[config.mk]
export PLATFORM = sky130hd
export DESIGN_NAME = trace_buf_top
export DESIGN_NICKNAME = d
export VERILOG_FILES = /design/src/rtl/trace_buf_pkg.sv /design/src/rtl/trace_buf_ram.sv /design/src/rtl/trace_buf_regs.sv /design/src/rtl/trace_buf_capture.sv /design/src/rtl/trace_buf_top.sv
export SDC_FILE = /design/constraint.sdc
export NUM_CORES = 2
export LEC_CHECK = 0
export BUFFER_PORTS_ARGS = -buffer_cell sky130_fd_sc_hd__buf_2
export CAP_MARGIN = 40
export CORE_MARGIN = 3
export CORE_UTILIZATION = 50
export CTS_CLUSTER_SIZE = 8
export DETAILED_ROUTE_END_ITERATION = 12
export HOLD_SLACK_MARGIN = 0.05
export PLACE_DENSITY_LB_ADDON = 0.2
export SETUP_SLACK_MARGIN = 0.5
export SYNTH_ARGS = -nofsm -noshare
export SYNTH_HDL_FRONTEND = slang
export SYNTH_HIERARCHICAL = 1
export SYNTH_SLANG_ARGS = --single-unit
export TNS_END_PERCENT = 1
[constraint.sdc]
create_clock -name clk_i -period 4.5 [get_ports clk_i]
set_input_delay 0.225 -clock clk_i [delete_from_list [all_inputs] [get_ports clk_i]]
set_output_delay 0.225 -clock clk_i [all_outputs]
set_load 0.03 [all_outputs]
[src/rtl/trace_buf_pkg.sv]
`timescale 1ns/1ps
package trace_buf_pkg;
  localparam int unsigned BUS_AW = 12;

  localparam logic [BUS_AW-1:0] ADR_DEPTH = 12'h004;
  localparam logic [BUS_AW-1:0] ADR_STAT  = 12'h00C;
  localparam logic [BUS_AW-1:0] ADR_RDAT  = 12'h010;
  localparam logic [BUS_AW-1:0] ADR_RPTR  = 12'h014;
  localparam logic [BUS_AW-1:0] ADR_WPTR  = 12'h018;
  localparam logic [BUS_AW-1:0] ADR_TCNT  = 12'h01C;
  localparam logic [BUS_AW-1:0] ADR_CTRL  = 12'h020;
  localparam logic [BUS_AW-1:0] ADR_WDAT  = 12'h024;
  localparam logic [BUS_AW-1:0] ADR_FSTAT = 12'h300;
  localparam logic [BUS_AW-1:0] ADR_FCTRL = 12'h304;

  localparam int unsigned FC_EN       = 0;
  localparam int unsigned FC_FLUSH    = 6;
  localparam int unsigned FC_STOP_FL  = 12;
  localparam int unsigned FC_STOP_TRG = 13;
  localparam int unsigned FS_STOPPED  = 1;

  typedef struct packed {
    logic cap_en;
    logic fmt_en;
    logic stop_fl;
    logic stop_trg;
  } cfg_t;

  typedef struct packed {
    logic wptr_we;
    logic wdat_we;
    logic tcnt_we;
    logic rearm;
    logic flush_req;
  } hcmd_t;
endpackage

[src/rtl/trace_buf_ram.sv]
`timescale 1ns/1ps
module trace_buf_ram #(
  parameter int unsigned DW    = 32,
  parameter int unsigned DEPTH = 64,
  localparam int unsigned AW   = $clog2(DEPTH)
) (
  input  logic          clk_i,
  input  logic          rst_ni,
  input  logic          we_i,
  input  logic [AW-1:0] waddr_i,
  input  logic [DW-1:0] wdata_i,
  input  logic [AW-1:0] raddr_i,
  output logic [DW-1:0] rdata_o
);
  logic [DW-1:0] mem_q [DEPTH];

  always_ff @(posedge clk_i or negedge rst_ni) begin
    if (!rst_ni) begin
      for (int i = 0; i < int'(DEPTH); i++) mem_q[i] <= '0;
    end else if (we_i) begin
      mem_q[waddr_i] <= wdata_i;
    end
  end

  assign rdata_o = mem_q[raddr_i];
endmodule

[src/rtl/trace_buf_regs.sv]
`timescale 1ns/1ps
module trace_buf_regs
  import trace_buf_pkg::*;
#(
  parameter int unsigned DW    = 32,
  parameter int unsigned DEPTH = 64,
  localparam int unsigned AW   = $clog2(DEPTH)
) (
  input  logic              clk_i,
  input  logic              rst_ni,
  input  logic              bus_req_i,
  input  logic              bus_we_i,
  input  logic [BUS_AW-1:0] bus_addr_i,
  input  logic [DW-1:0]     bus_wdata_i,
  output logic [DW-1:0]     bus_rdata_o,
  input  logic [AW-1:0]     wr_ptr_i,
  input  logic              full_i,
  input  logic [DW-1:0]     trig_cnt_i,
  input  logic              busy_i,
  input  logic              stop_i,
  input  logic [DW-1:0]     ram_rdata_i,
  output logic [AW-1:0]     rd_ptr_o,
  output cfg_t              cfg_o,
  output hcmd_t             cmd_o
);
  logic          wr_acc, rd_acc, stopped;
  logic [DW-1:0] rd_mux;
  logic [AW-1:0] rd_ptr_q;
  cfg_t          cfg_q;
  logic          unused_wbits;

  assign wr_acc  = bus_req_i & bus_we_i;
  assign rd_acc  = bus_req_i & ~bus_we_i;
  assign stopped = stop_i | ~cfg_q.cap_en;
  assign unused_wbits = ^bus_wdata_i;

  always_comb begin
    cmd_o.wptr_we   = wr_acc && (bus_addr_i == ADR_WPTR);
    cmd_o.wdat_we   = wr_acc && (bus_addr_i == ADR_WDAT);
    cmd_o.tcnt_we   = wr_acc && (bus_addr_i == ADR_TCNT);
    cmd_o.rearm     = wr_acc && (bus_addr_i == ADR_CTRL) && bus_wdata_i[0];
    cmd_o.flush_req = wr_acc && (bus_addr_i == ADR_FCTRL) && bus_wdata_i[FC_FLUSH];
  end

  always_comb begin
    rd_mux = '0;
    case (bus_addr_i)
      ADR_DEPTH: rd_mux = DW'(DEPTH);
      ADR_STAT:  rd_mux[0] = full_i;
      ADR_RDAT:  rd_mux = ram_rdata_i;
      ADR_RPTR:  rd_mux = DW'(rd_ptr_q);
      ADR_WPTR:  rd_mux = DW'(wr_ptr_i);
      ADR_TCNT:  rd_mux = trig_cnt_i;
      ADR_CTRL:  rd_mux[0] = cfg_q.cap_en;
      ADR_FSTAT: rd_mux[FS_STOPPED] = stopped;
      ADR_FCTRL: begin
        rd_mux[FC_EN]       = cfg_q.fmt_en;
        rd_mux[FC_FLUSH]    = busy_i;
        rd_mux[FC_STOP_FL]  = cfg_q.stop_fl;
        rd_mux[FC_STOP_TRG] = cfg_q.stop_trg;
      end
      default:   rd_mux = '0;
    endcase
  end

  always_ff @(posedge clk_i or negedge rst_ni) begin
    if (!rst_ni) begin
      cfg_q       <= '0;
      rd_ptr_q    <= '0;
      bus_rdata_o <= '0;
    end else begin
      if (rd_acc) begin
        bus_rdata_o <= rd_mux;
        if (bus_addr_i == ADR_RDAT) rd_ptr_q <= rd_ptr_q + 1'b1;
      end
      if (wr_acc) begin
        case (bus_addr_i)
          ADR_RPTR: rd_ptr_q <= bus_wdata_i[AW-1:0];
          ADR_CTRL: cfg_q.cap_en <= bus_wdata_i[0];
          ADR_FCTRL: begin
            cfg_q.fmt_en   <= bus_wdata_i[FC_EN];
            cfg_q.stop_fl  <= bus_wdata_i[FC_STOP_FL];
            cfg_q.stop_trg <= bus_wdata_i[FC_STOP_TRG];
          end
          default: ;
        endcase
      end
    end
  end

  assign rd_ptr_o = rd_ptr_q;
  assign cfg_o    = cfg_q;
endmodule

[src/rtl/trace_buf_capture.sv]
`timescale 1ns/1ps
module trace_buf_capture
  import trace_buf_pkg::*;
#(
  parameter int unsigned DW    = 32,
  parameter int unsigned DEPTH = 64,
  parameter int unsigned FRAME = 4,
  localparam int unsigned AW   = $clog2(DEPTH),
  localparam int unsigned FW   = $clog2(FRAME)
) (
  input  logic          clk_i,
  input  logic          rst_ni,
  input  cfg_t          cfg_i,
  input  hcmd_t         cmd_i,
  input  logic [DW-1:0] hwdata_i,
  input  logic          trc_valid_i,
  input  logic [DW-1:0] trc_data_i,
  input  logic          trc_trig_i,
  output logic          ram_we_o,
  output logic [AW-1:0] ram_waddr_o,
  output logic [DW-1:0] ram_wdata_o,
  output logic [AW-1:0] wr_ptr_o,
  output logic          full_o,
  output logic [DW-1:0] trig_cnt_o,
  output logic          busy_o,
  output logic          stop_o,
  output logic          armed_o
);
  logic [AW-1:0] wr_ptr_q;
  logic [DW-1:0] trig_cnt_q;
  logic full_q, busy_q, stop_q, armed_q;
  logic host_ptr, expired, aligned, pad, done, store, wrap_set;

  // frame boundary detect
  if (FRAME > 1) begin : g_frame
    assign aligned = (wr_ptr_q[FW-1:0] == '0);
  end else begin : g_noframe
    assign aligned = 1'b1;
  end

  assign host_ptr = cmd_i.wptr_we | cmd_i.wdat_we;
  assign expired  = armed_q & (trig_cnt_q == '0) & cfg_i.stop_trg;
  assign pad      = busy_q & ~host_ptr & ~aligned;
  assign done     = busy_q & ~host_ptr & aligned;
  assign store    = trc_valid_i & cfg_i.cap_en & cfg_i.fmt_en & ~stop_q
                  & ~expired & ~busy_q & ~host_ptr;
  assign wrap_set = (pad | store) & (wr_ptr_q == AW'(DEPTH - 1));

  assign ram_we_o    = cmd_i.wdat_we | pad | store;
  assign ram_waddr_o = wr_ptr_q;
  assign ram_wdata_o = cmd_i.wdat_we ? hwdata_i : (store ? trc_data_i : '0);

  always_ff @(posedge clk_i or negedge rst_ni) begin
    if (!rst_ni) begin
      wr_ptr_q   <= '0;
      full_q     <= 1'b0;
      busy_q     <= 1'b0;
      stop_q     <= 1'b0;
      armed_q    <= 1'b0;
      trig_cnt_q <= '0;
    end else begin
      if (cmd_i.wptr_we)  wr_ptr_q <= hwdata_i[AW-1:0];
      else if (ram_we_o)  wr_ptr_q <= wr_ptr_q + 1'b1;

      if (cmd_i.wptr_we)  full_q <= 1'b0;
      else if (wrap_set)  full_q <= 1'b1;

      if (cmd_i.flush_req) busy_q <= 1'b1;
      else if (done)       busy_q <= 1'b0;

      if (cmd_i.rearm)                           stop_q <= 1'b0;
      else if (expired || (done && cfg_i.stop_fl)) stop_q <= 1'b1;

      if (cmd_i.rearm) armed_q <= 1'b0;
      else if (trc_trig_i && cfg_i.cap_en && !stop_q) armed_q <= 1'b1;

      if (cmd_i.tcnt_we) trig_cnt_q <= hwdata_i;
      else if (store && armed_q && trig_cnt_q != '0) trig_cnt_q <= trig_cnt_q - 1'b1;
    end
  end

  assign wr_ptr_o   = wr_ptr_q;
  assign full_o     = full_q;
  assign trig_cnt_o = trig_cnt_q;
  assign busy_o     = busy_q;
  assign stop_o     = stop_q;
  assign armed_o    = armed_q;
endmodule

[src/rtl/trace_buf_top.sv]
`timescale 1ns/1ps
module trace_buf_top
  import trace_buf_pkg::*;
#(
  parameter int unsigned DW    = 32,
  parameter int unsigned DEPTH = 64,
  parameter int unsigned FRAME = 4,
  localparam int unsigned AW   = $clog2(DEPTH)
) (
  input  logic              clk_i,
  input  logic              rst_ni,
  input  logic              bus_req_i,
  input  logic              bus_we_i,
  input  logic [BUS_AW-1:0] bus_addr_i,
  input  logic [DW-1:0]     bus_wdata_i,
  output logic [DW-1:0]     bus_rdata_o,
  input  logic              trc_valid_i,
  input  logic [DW-1:0]     trc_data_i,
  input  logic              trc_trig_i
);
  cfg_t          cfg;
  hcmd_t         cmd;
  logic [AW-1:0] wr_ptr, rd_ptr, ram_waddr;
  logic [DW-1:0] trig_cnt, ram_wdata, ram_rdata;
  logic          full, busy, stop_flag, armed, ram_we;

  trace_buf_regs #(.DW(DW), .DEPTH(DEPTH)) u_regs (
    .clk_i, .rst_ni, .bus_req_i, .bus_we_i, .bus_addr_i, .bus_wdata_i, .bus_rdata_o,
    .wr_ptr_i(wr_ptr), .full_i(full), .trig_cnt_i(trig_cnt), .busy_i(busy),
    .stop_i(stop_flag), .ram_rdata_i(ram_rdata), .rd_ptr_o(rd_ptr),
    .cfg_o(cfg), .cmd_o(cmd)
  );

  trace_buf_capture #(.DW(DW), .DEPTH(DEPTH), .FRAME(FRAME)) u_cap (
    .clk_i, .rst_ni, .cfg_i(cfg), .cmd_i(cmd), .hwdata_i(bus_wdata_i),
    .trc_valid_i, .trc_data_i, .trc_trig_i,
    .ram_we_o(ram_we), .ram_waddr_o(ram_waddr), .ram_wdata_o(ram_wdata),
    .wr_ptr_o(wr_ptr), .full_o(full), .trig_cnt_o(trig_cnt), .busy_o(busy),
    .stop_o(stop_flag), .armed_o(armed)
  );

  trace_buf_ram #(.DW(DW), .DEPTH(DEPTH)) u_ram (
    .clk_i, .rst_ni, .we_i(ram_we), .waddr_i(ram_waddr), .wdata_i(ram_wdata),
    .raddr_i(rd_ptr), .rdata_o(ram_rdata)
  );
endmodule

* Word level (Yosys, flattened, before mapping)
Index checks and enable logic that the tools add are counted.
Operators by class: add/sub/neg operators 3, eq/ne operators 11, magnitude comparators 3, bitwise gates (word level) 28, reduce and logical (&&, ||, !) cells 26, multiplexer cells 31
Operator list (number):
- $bwmux W2048 | 1
- $mux W32 | 7
- $bmux W32 S6 | 1
- $demux W32 S6 | 1
- $eq A12 B5 Y1 const B | 4
- $mux W6 | 6
- $pmux W18 S2 | 1
- $logic_not A32 Y1 | 1
- $reduce_bool A32 Y1 | 1
- $sub A32 B1 Y32 const B | 1
- $eq A12 B10 Y1 const B | 2
- $eq A12 B6 Y1 const B | 2
- $pmux W4 S4 | 1
- $and A1 B1 Y1 | 14
- $ge A7 B7 Y1 const B | 2
- $not A6 Y7 | 2
- $logic_and A1 B1 Y1 | 13
- $add A6 B1 Y6 const B | 2
- $eq A12 B3 Y1 const B | 1
- $eq A12 B4 Y1 const B | 1
- $reduce_bool A2 Y1 | 6
- $pmux W5 S2 | 1
- $mux W1 | 8
- $lt A7 B1 Y1 const B | 1
- other kinds (11) | 22
Storage, ports and cells: input bits 82, output and inout port bits 32, register bits after elaboration 2132

* Logic depth before layout (Yosys ltp)
depth in word-level cells 11, mapped depth 15, depth with buffers taken out 11

* Hierarchy
Netlist, hierarchy kept.
Modules (own cells, without submodules):
- trace_buf_ram | times used 1, cells each 5788, area each 92511.2 um2
- trace_buf_capture | times used 1, cells each 369, area each 3223.1 um2
- trace_buf_regs | times used 1, cells each 246, area each 2382.3 um2

* Least setup slack after synthesis
No wires, ideal clock.
path kind input port to flip-flop, start in bus_addr_i[9], end reg u_ram/mem_q[1889] (netlist name), arrival time 3.509 ns, setup slack 0.863 ns, stages 13, path buffers 3, cells stage by stage nor4_4 buf_2 and3_1 and3_1 clkbuf_1 nor3b_1 a311oi_1 nor2_1 nor2b_1 and2_1 nand2_1 buf_1 mux2_1
RTL lines:
- start: declaration | line trace_buf_top.sv:14 | input logic [BUS_AW-1:0] bus_addr_i,
- end signal: indexed assignment | line trace_buf_ram.sv:21 | mem_q[waddr_i] <= wdata_i;
- end: declaration | line trace_buf_ram.sv:15 | logic [DW-1:0] mem_q [DEPTH];

* Final worst setup path
start reg u_regs.rd_ptr_q[1] (netlist: u_regs/rd_ptr_o[1]), end reg u_regs.bus_rdata_o[21]
On the way: longest elaborated chain between the ends 5
Ends and longest elaborated chain:
- start: declaration | line trace_buf_regs.sv:28 | logic [AW-1:0] rd_ptr_q;
- start signal: assignment | line trace_buf_regs.sv:74 | if (bus_addr_i == ADR_RDAT) rd_ptr_q <= rd_ptr_q + 1'b1;
- start signal: assignment | line trace_buf_regs.sv:78 | ADR_RPTR: rd_ptr_q <= bus_wdata_i[AW-1:0];
- $not A6 Y7 (implied by the code) | line trace_buf_ram.sv:25 | assign rdata_o = mem_q[raddr_i];
- $bmux W32 S6 | line trace_buf_ram.sv:25
- $mux W32 (implied by the code) (2 in series) | line trace_buf_ram.sv:25
- named net ram_rdata[21] | line trace_buf_top.sv:24 | logic [DW-1:0] trig_cnt, ram_wdata, ram_rdata;
- $pmux W18 S2 | line trace_buf_regs.sv:47 | case (bus_addr_i)
- end signal: assignment | line trace_buf_regs.sv:73 | bus_rdata_o <= rd_mux;
- end: declaration | line trace_buf_regs.sv:15 | output logic [DW-1:0] bus_rdata_o,
The timed path passes the listed nets, and every way through them passes these cells. The select of a mux whose other input is x is not followed. A chain may end at the register's enable or synchronous reset.

==> impl_metrics.json <==
{
  "hold_viol_final": 0,
  "critPathSlowestCell": "dfrtp_4",
  "yosys.cell_types.count": 86,
  "clock_latency_ps": 930,
  "syn_area_sq_mm": 0.0981,
  "fp.dieArea_sq_mm": 0.202,
  "avgSynthCellArea_sq_um": 15.3,
  "cp_data_required_time_ps": 5290,
  "worstSetupEndpointType": "flop",
  "fin_util": 0.579,
  "peakVddDrop_v": 0.000402,
  "timing.rr.end": "u_regs/bus_rdata_o[21]$_DFFE_PN0P_",
  "ys_seq_elements": 2132,
  "skew_ps": 45.9,
  "drc_errors": 0,
  "grt_pass1_wl_um": 423000,
  "core.rowCount": 161,
  "p_per_area_mw_per_mm2": 361,
  "cts_buffer_depth": 4,
  "track_usage": 0.282,
  "nNetsFinal": 6688,
  "fmax_mhz": 251,
  "firstDrtPassIters": 5,
  "ys.warnings.count": 6,
  "drtIter0Drc": 5414,
  "status": "complete, no violations",
  "rsz0062_at_grt": "true",
  "clkTransAtPathRegs_ps": 50,
  "coreArea_sq_mm": 0.194,
  "critPathLaunchType": "flop",
  "synth_nets": 6490,
  "area_growth_pct": 14.4,
  "hpwl_um": 171000,
  "drive_above_1_share": 0.323,
  "finalSetupViolations": 0,
  "grt_overflow": 0,
  "hp-class": "in2reg",
  "clock_sinks": 2132,
  "slew_viol_final": 0,
  "synthCells": 6403,
  "timing.rr.start": "u_regs/rd_ptr_o[1]$_DFF_PN0_",
  "cts_buffers": 317,
  "min_period_ps": 3980,
  "post_drt_wl_per_cell_um": 30.7,
  "cts_tree": "built",
  "slowest_delay_ps": 970,
  "ys.flop_type": "dfrtp_1",
  "yosysSeqAreaShare": 0.544,
  "slew_headroom": 0.326,
  "timing.final.crit_share": 0.884,
  "worstMarginPinSlew_ps": 1010,
  "synth-edff-count": 0,
  "reg2regPathDepth": 10,
  "root_buffer": "clkbuf_16",
  "arrival_ps": 4770,
  "viasPerCell": 6.39,
  "grt_max_degree": 175,
  "drv_cap": 0,
  "path_class": "reg2reg",
  "h-tree-depth": 5,
  "hold_path.startpoint": "bus_wdata_i[7]",
  "grt_antenna_before_repair": 17,
  "crit_chain": "buf_12 > buf_4 > mux4_2 > mux2i_1 > nand3_1 > nand4b_1 > nor3_1 > buf_2 > a221oi_1 > nor2_1",
  "r2r_slack_ps": 520,
  "io_buffers": 113,
  "start_util": 0.506,
  "async_flop_share": 1.00,
  "grt_pass1_vias": 62600,
  "crit_path_start": "u_regs/rd_ptr_o[1]$_DFF_PN0_",
  "place_congestion": 0.938,
  "ant_nets": 0,
  "ios": 114,
  "min_to": "u_cap/trig_cnt_o[7]$_DFFE_PN0P_",
  "critPathMaxFanout": 36,
  "leakage_uw": 0.0542,
  "setup_tns_ps": 0,
  "die_h_um": 449,
  "routed_wl_um": 283000,
  "via_count": 59000,
  "hold_depth": 4,
  "fp.dieW_um": 449,
  "fillerInstances": 15000
}
[Yosys cell counts (5+ instances only)]
master    count  area share
dfrtp_1    2132        0.54
mux2_1     1380        0.16
mux2_2      681       0.078
mux4_2      538        0.12
clkbuf_1    299       0.011
nor2_1      194      0.0074
buf_2       192      0.0098
nand2_1     105      0.0040
o22ai_1     101      0.0064
buf_1        95      0.0036
mux2i_1      84      0.0086
a21oi_1      56      0.0029
nand3_1      41      0.0021
buf_4        38      0.0029
a221oi_1     33      0.0029
a22o_1       32      0.0029
or4_1        29      0.0022
a31oi_1      28      0.0018
nor3_1       23      0.0012
or3_1        23      0.0015
o221ai_1     22      0.0020
o21ai_0      19     0.00097
buf_6        17      0.0020
nand4_1      17      0.0011
nor2b_1      17      0.0011
o211ai_1     14      0.0011
inv_1        12     0.00046
nand2b_1     12     0.00077
o31ai_1      12     0.00092
and3_1       10     0.00064
nand3b_1     10     0.00077
or2_2        10     0.00064
and2_1        8     0.00051
nor4_1        8     0.00051
o21ai_1       7     0.00036
o311ai_0      6     0.00054
ha_1          5     0.00064
[per-stage QoR]
stage	worst slack [ps]	cell area (sq um)	std cells	hold WS [ps]	power, uW
after floorplan	863	98100	6403	-70.6	19700
after global placement	327	103000	8795	255	20300
after detailed placement	293	103000	8811	255	20300
after CTS	428	112000	9224	51.7	41000
after global routing	406	112000	9228	88.3	41800
final	522	112000	9229	116	40500
[how the worst max path moves through the flow]
stage | endpoint | cells after the start
floorplan | u_ram/mem_q[1889]$_DFFE_PN0P_ | 13
detailed placement | u_ram/mem_q[357]$_DFFE_PN0P_ | 13
finish | u_regs/bus_rdata_o[21]$_DFFE_PN0P_ | 10
global placement | u_regs/bus_rdata_o[29]$_DFFE_PN0P_ | 8
CTS | u_ram/mem_q[357]$_DFFE_PN0P_ | 11
global route | u_ram/mem_q[1591]$_DFFE_PN0P_ | 10
[repair_timing]
item | CTS | global route
hold buffers | 77 | 0
endpoints found under the setup margin | 107 | 656
gates resized for setup | 0 | 3
buffers inserted | 0 | 0
endpoints found under the hold margin | 1060 | 0
[critical path: cells and delay by family (launching register included)]
kind	cells	cell delay, ps
AO/OA/AOI/OAI	1	290
buffers and inverters	3	830
flip-flops	1	970
multiplexers	2	1010
AND/OR/NAND/NOR	4	650
[layer usage]
layer  up-vias  GRT usage  wire length [um]
met5         -          0                52
met4         6      0.112             11800
met3       517     0.0547             19300
met2      2008      0.437            131000
met1     32300      0.395            121000
li1      24200          -                 -
[power breakdown]
| part | internal (uW) | total (uW) | switching [uW] |
|---|---|---|---|
| clock network | 12600 | 20500 | 7910 |
| logic | 193 | 797 | 604 |
| registers | 19200 | 19300 | 25.9 |
| total | 32000 | 40500 | 8540 |
[final cells by class]
cell class / count / area (sq um) / share of cell area
inverter: 15 / 58.8 / 0.000524
tap: 2608 / 3260 / 0.0291
antenna: 3 / 7.51 / 0.0000669
clock inverter: 5 / 51.3 / 0.000457
multi-input combinational: 3614 / 42200 / 0.376
sequential: 2132 / 53400 / 0.475
clock buffer: 331 / 8140 / 0.0726
timing repair buffer: 521 / 5120 / 0.0457
[cell usage in the layout (no fill, tap or decap), types with 8 or more instances in the layout]
master,instances
and3_1,10
or3_1,23
or4_1,29
and2_1,8
nand2_2,17
dlygate4sd3_1,76
o22ai_1,101
or2_2,10
a22o_2,32
o31ai_1,12
inv_1,12
nand3b_1,10
clkbuf_16,324
mux2i_1,84
nor2b_1,15
mux2_1,1380
o211ai_1,14
nand2_1,88
dfrtp_1,2128
a221oi_1,33
nor2_1,144
nor3_1,23
nor2_4,49
o21ai_0,19
buf_2,115
mux2_2,681
mux4_2,538
a21oi_1,56
nor4_1,8
a31oi_1,28
nand4_1,17
nand3_1,41
buf_4,229
nand2b_1,12
o221ai_1,22
buf_12,93
[logic make-up after synthesis]
group                      after synthesis  synth area share
AOI/OAI and AO/OA                      374            0.0270
buffers and inverters                  657            0.0305
DFF                                   2132             0.544
muxes                                 2684             0.369
xor gates and xnor gates                 3          0.000268
and+or+nand+nor                        548            0.0290
adders and majority gates                5          0.000638
[state kept, by name (all words and copies together), names as in the netlist]
name	count
u_cap/ram_waddr_o	6
u_regs/cfg_o	4
u_cap/armed_o	1
u_cap/trig_cnt_o	32
u_cap/busy_o	1
u_cap/stop_o	1
u_cap/full_o	1
u_regs/rd_ptr_o	6
u_ram/mem_q	2048
u_regs/bus_rdata_o	32
Note: power is estimated with default switching activity, not from simulation.
